`src/rtl/reload_pwm_timer.sv`:
```
module reload_pwm_timer #(
  parameter int CW    = 8,
  parameter int PRE_W = 7,
  parameter int SYNC  = 2
) (
  input  logic          clk,
  input  logic          rst_n,
  input  logic          enable,
  input  logic          ext_sel,
  input  logic          reload_en,
  input  logic          tog_en,
  input  logic          pwm_en,
  input  logic [2:0]    rate_sel,
  input  logic [1:0]    width_sel,
  input  logic          cnt_wr,
  input  logic [CW-1:0] cnt_wdata,
  input  logic          rld_wr,
  input  logic [CW-1:0] rld_wdata,
  input  logic          irq_clr,
  input  logic          ext_pin,
  input  logic          pin_irq_clr,
  output logic [CW-1:0] count,
  output logic          ovf_irq,
  output logic          pin_irq,
  output logic          out_pin
);
  localparam logic [CW-1:0]    ALL1 = {CW{1'b1}};
  localparam logic [PRE_W-1:0] PALL = {PRE_W{1'b1}};

  logic [PRE_W-1:0] pre;
  logic [SYNC:0]    psync;
  logic [CW-1:0]    shadow, duty, wmask, low;
  logic             tog, tick, ovf, pin_rise, int_tick;

  wire [PRE_W-1:0] pre_mask = PALL >> rate_sel;
  assign int_tick = (pre & pre_mask) == pre_mask;
  assign pin_rise = psync[SYNC-1] & ~psync[SYNC];
  assign tick     = enable & (ext_sel ? pin_rise : int_tick);

  always_comb begin
    case (width_sel)
      2'd0:    wmask = ALL1;
      2'd1:    wmask = ALL1 >> 2;
      2'd2:    wmask = ALL1 >> 3;
      default: wmask = ALL1 >> 4;
    endcase
  end

  assign low = count & wmask;
  assign ovf = tick & (low == wmask);

  always_ff @(posedge clk or negedge rst_n) begin
    if (!rst_n) begin
      pre   <= '0;
      psync <= '0;
    end else begin
      pre   <= pre + 1'b1;
      psync <= {psync[SYNC-1:0], ext_pin};
    end
  end

  always_ff @(posedge clk or negedge rst_n) begin
    if (!rst_n) begin
      count <= '0;
    end else if (cnt_wr) begin
      count <= cnt_wdata;
    end else if (ovf) begin
      count <= (reload_en & ~pwm_en) ? (shadow & wmask) : ((count + 1'b1) & wmask);
    end else if (tick) begin
      count <= count + 1'b1;
    end
  end

  always_ff @(posedge clk or negedge rst_n) begin
    if (!rst_n) begin
      shadow <= '0;
      duty   <= '0;
    end else begin
      if (rld_wr) shadow <= rld_wdata;
      if (!enable || ovf) duty <= shadow;
    end
  end

  always_ff @(posedge clk or negedge rst_n) begin
    if (!rst_n) begin
      tog     <= 1'b0;
      ovf_irq <= 1'b0;
      pin_irq <= 1'b0;
    end else begin
      if (ovf) tog <= ~tog;
      if (ovf) ovf_irq <= 1'b1;
      else if (irq_clr) ovf_irq <= 1'b0;
      if (ext_sel) pin_irq <= 1'b0;
      else if (pin_rise) pin_irq <= 1'b1;
      else if (pin_irq_clr) pin_irq <= 1'b0;
    end
  end

  wire pwm = low < (duty & wmask);
  assign out_pin = pwm_en ? pwm : (tog_en & tog);
endmodule

```
`config.mk`:
```
export PLATFORM = sky130hd
export DESIGN_NAME = reload_pwm_timer
export DESIGN_NICKNAME = d
export VERILOG_FILES = /design/src/rtl/reload_pwm_timer.sv
export SDC_FILE = /design/constraint.sdc
export NUM_CORES = 1
export LEC_CHECK = 0
export BUFFER_PORTS_ARGS = -buffer_cell sky130_fd_sc_hd__buf_2
export CORE_MARGIN = 2
export CORE_UTILIZATION = 45
export CTS_BUF_LIST = sky130_fd_sc_hd__clkbuf_4
export DETAILED_ROUTE_END_ITERATION = 8
export PLACE_DENSITY = 0.78
export SKIP_CTS_REPAIR_TIMING = 1
export SLEW_MARGIN = 20
export SYNTH_ARGS = -nofsm -noshare
export SYNTH_HDL_FRONTEND = slang
export SYNTH_SLANG_ARGS = --single-unit
```
`constraint.sdc`:
```
create_clock -name clk -period 3 [get_ports clk]
set_input_delay 0.9 -clock clk [delete_from_list [all_inputs] [get_ports clk]]
set_output_delay 0.9 -clock clk [all_outputs]
set_load 0.005 [all_outputs]
```
# Word-level counts from Yosys, hierarchy flattened
# Cells that the tools add are included.
# word_totals
ff_bits	37
latch_bits	0
mem_bits_rw	0
mem_bits_ro	0
output_inout_bits	11
mem_count	0
# op_classes
addsub	2
multipliers	0
div	0
order_cmp	1
eq_ne	4
shift	1
muxes	12
bitwise	13
n_reduce_logical	6
# op_table
op	n
$and 8x8->8	4
$mux 8	4
$pmux 8 s3	1
$add 8x1->8 const B	1
$eq 8x8->1	1
$lt 8x8->1	1
$add 7x1->7 const B	1
$and 7x7->7	1
$eq 7x7->1	1
$mux 1	7
$shr 7x3->7 const A	1
$reduce_bool 3->1	2
$and 1x1->1	5
$not 1->1	3
$eq 2x1->1 const B	1
$eq 2x2->1 const B	1
$logic_not 2->1	1
$reduce_bool 2->1	1
$logic_not 1->1	1
$logic_or 1x1->1	1

# Longest topological paths before layout
# depth
depth_word	8
mapped_depth	8

# Worst setup path before layout
# Ideal clock, no wire load.
# synth_timing
kind	input to output
startpoint	input port width_sel[1]
endpoint	output port out_pin
arrival_time_ns	2.002
t_required_ns	2.100
setup_slack_ns	0.098
cell_stages	7
n_path_buf	1
cell_sequence	buf_2 -> nor2_1 -> nand2_1 -> ha_1 -> nor4b_1 -> o21ai_0 -> o211ai_1
# synth_between
elab_chain_len	5
elab_cells_between_ends	8
classes_between	order compare: 1; eq/ne: 2; mux: 2; bitwise: 2; reduce/logical: 1
# synth_lines
item	line	rtl
start, declared	14	input logic [1:0] width_sel,
$eq 2x2->1, or another cell as far along	41	case (width_sel)
$pmux 8 s3 *	41	
$and 8x8->8, on equally long branches	49, 99	
$lt 8x8->1 *	99	wire pwm = low < (duty & wmask);
$mux 1 *	100	assign out_pin = pwm_en ? pwm : (tog_en & tog);
end, declared	25	output logic out_pin
# Every way passes the cells marked *; elsewhere a longest branch is shown, timed or not.

# Worst setup path in the final report
# Same ends and word-level chain as after synthesis.

==> results.ini <==
[power]
power_w = 0.00115
power_density_nw_per_um2 = 469
vdd_drop_max_mv = 0.190
p_leak_nw = 1.13

[grt]
grt_max_degree = 38
grt_pass1_wl_um = 7320
track_usage_pct = 18.7
grt.overflow.total = 0
grt_pass1_vias = 1612
antenna_found_initial = 0

[timing]
fin_setup_tns_ns = 0
relSlewSlack_pct = 36.8
holdWs_ns = 0.361
finalMaxSlewViolations = 0
layout_min_cycle_time_ns = 2.92
fin_skew_ns = 0.0135
hold_viol_final = 0
worstMarginPinSlew_ns = 0.946
fin_crit_sh_pct = 97.5
setup-violations-final = 0
max_freq_mhz = 342

[worst_setup_path]
cp_top_family = buffers and inverters
slowest_stage = ha_2
cp_common_cell = o21ai_1
cp_max_fo = 4
crit_required_ns = 2.10
cp-start-kind = primary input
crit_type = primary input to primary output
cp_cell_sequence = buf_4 -> buf_6 -> nand2_1 -> and2_1 -> ha_2 -> o21ai_1 -> o21ai_1 -> o211ai_1 -> buf_2
critPathBufInv = 3
slowest_delay_ns = 0.26
cp-end-kind = primary output
critical_path_arrival_ns = 2.02

[clock_network]
ctsLongestPathBuffers = 2
cts_tree = built
cts_htree_levels = 2
cts_root_buffer = clkbuf_4
numCtsBuffers = 5
cts.reportedPaths.clkPinSlew_ns = 0.12
clkSinkCount = 37
worst_skew_pair.late_latency_ns = 0.34

[synth]
syn-num-nets = 234
synth_edf_count = 0
ys_seq_elements = 37
yosys_warnings = 0
synthTopCellsByArea = dfrtp_1, mux2_2, ha_1, o21ai_0, nand2_1
synth_area_um2 = 1970
synthDistinctLibCells = 39
synth_cells = 192
seq_area_frac_synth_pct = 46.9
synthArstFlopShare_pct = 100
netlist.top_cell.by_area = dfrtp_1
syn-mean-instance-area_um2 = 10.3
synth_top_area_share_pct = 46.9
ys.flop_type = dfrtp_1

[routing]
antenna_left = 0
drt_iter0_markers = 99
wl_per_cell_um = 14.2
drt_wl_total_um = 4270
drc = 0
firstDrtPassIters = 4
vias = 1650
vias_per_cell = 5.48

[final_layout]
fin_nets = 290
layoutNonFillerInstCount = 301
final_util_pct = 56.8
num_antenna_cells = 0
area_growth_pct = 23.7
drive_gt1_share_pct = 35.7
fill_cells = 382

[floorplan]
dieWidth_um = 70.2
die_area_um2 = 4930
rows = 24
io_pins = 44
coreArea_um2 = 4290
start_util_pct = 45.9
die_h_um = 70.2

[status]
status = finished, final reports clean

[run]
max_cap_violations = 0

[place]
dp_hpwl_um = 3150
gp_congestion = 0.821
port_buffers = 43
dp.cells = 290

[worst_hold_path]
hold_class = register to register

-- worst reg2reg max path, stage by stage, from the launching register on --
cell	delay (ns)
dfrtp_1	0.39
buf_4	0.13
ha_1	0.22
nand3_1	0.16
a211oi_2	0.33
buf_4	0.19
inv_1	0.04
o21ai_1	0.16
buf_4	0.20
mux2_2	0.35
-- state kept, by name, summed over array words and instances (netlist names) --
signal / cells
count: 8
duty: 8
shadow: 8
pre: 7
psync: 3
ovf_irq: 1
pin_irq: 1
tog: 1
-- kinds of logic after synthesis --
kind of cell	count (synthesis)	synth area share, %
flip-flops	37	46.9
buffers and inverters	16	3.87
multiplexers	18	10.0
adder cells (fa/ha/maj)	9	5.71
XOR/XNOR	8	3.55
AO/OA/AOI/OAI	50	16.5
AND/OR/NAND/NOR	54	13.4
-- cells in the mapped netlist (2+ instances only) --
| master | instances |
|---|---|
| dfrtp_1 | 37 |
| nand2_1 | 19 |
| o21ai_0 | 16 |
| mux2_2 | 14 |
| a21oi_1 | 10 |
| inv_1 | 10 |
| ha_1 | 9 |
| nand3_1 | 9 |
| nor2_1 | 7 |
| nor2b_1 | 6 |
| and2_1 | 4 |
| and3_1 | 4 |
| mux2i_1 | 4 |
| o21ai_1 | 4 |
| xnor2_1 | 4 |
| xor2_1 | 4 |
| o211ai_1 | 3 |
| a21o_1 | 2 |
| a32o_1 | 2 |
| buf_4 | 2 |
| clkbuf_1 | 2 |
| nand2b_1 | 2 |
| o31ai_1 | 2 |
-- power breakdown --
group          total [W]  switching, W  internal (W)
Clock           0.000350      0.000164      0.000187
Sequential      0.000577     0.0000377      0.000540
Combinational   0.000217      0.000103      0.000114
-- per-layer routing --
| metal | vias to the layer above | part of all wire (%) | GRT usage, % | routed length (um) |
|---|---|---|---|---|
| met3 | 8 | 4.4 | 4.33 | 188 |
| met4 | 0 | 1.7 | 7.05 | 72 |
| met2 | 44 | 49 | 31.6 | 2110 |
| li1 | 792 | - | - | - |
| met5 | - | 0 | 0 | 0 |
| met1 | 806 | 45 | 23.3 | 1910 |
-- through the flow --
| step | worst slack, ns | instance area [um^2] |
|---|---|---|
| after floorplan | 0.0976 | 1970 |
| after global placement | -0.00627 | 2280 |
| after detailed placement | -0.116 | 2280 |
| after CTS | -0.133 | 2370 |
| after global routing | -0.0146 | 2440 |
| final | 0.0754 | 2440 |
-- cell type report --
cell class | instances | area, um^2 | share of cell area [%]
Multi-Input combinational cell | 139 | 1010 | 41.5
Sequential cell | 37 | 926 | 37.9
Timing Repair Buffer | 55 | 314 | 12.9
Tap cell | 52 | 65.1 | 2.67
Clock buffer | 6 | 45.0 | 1.85
Clock inverter | 2 | 38.8 | 1.59
Inverter | 10 | 37.5 | 1.54
-- worst paths after layout --
kind | startpoint | endpoint | slack, ns | depth (start not counted)
hold reg to reg | psync[0] | psync[1] | 0.36 | 0
min in group asynchronous | rst_n | psync[1] | 0.63 | 1
hold / removal | psync[0] | psync[1] | 0.36 | 0
setup reg to reg | count[1] | duty[7] | 0.74 | 9
max in group asynchronous | rst_n | duty[3] | 1.85 | 1
setup / recovery | width_sel[1] | out_pin | 0.08 | 9
-- placed cells by master (no fill, tap or decap), types with 5 or more instances in the layout --
| master | instances |
|---|---|
| o21ai_1 | 7 |
| mux2_2 | 14 |
| dfrtp_1 | 37 |
| inv_1 | 9 |
| nor2b_1 | 6 |
| clkbuf_4 | 6 |
| a21oi_1 | 10 |
| nand2_1 | 18 |
| nor2_1 | 6 |
| buf_2 | 41 |
| buf_4 | 13 |
| ha_1 | 5 |
| nand3_1 | 9 |
| o21ai_0 | 13 |
(Power assumes the default switching activity.)
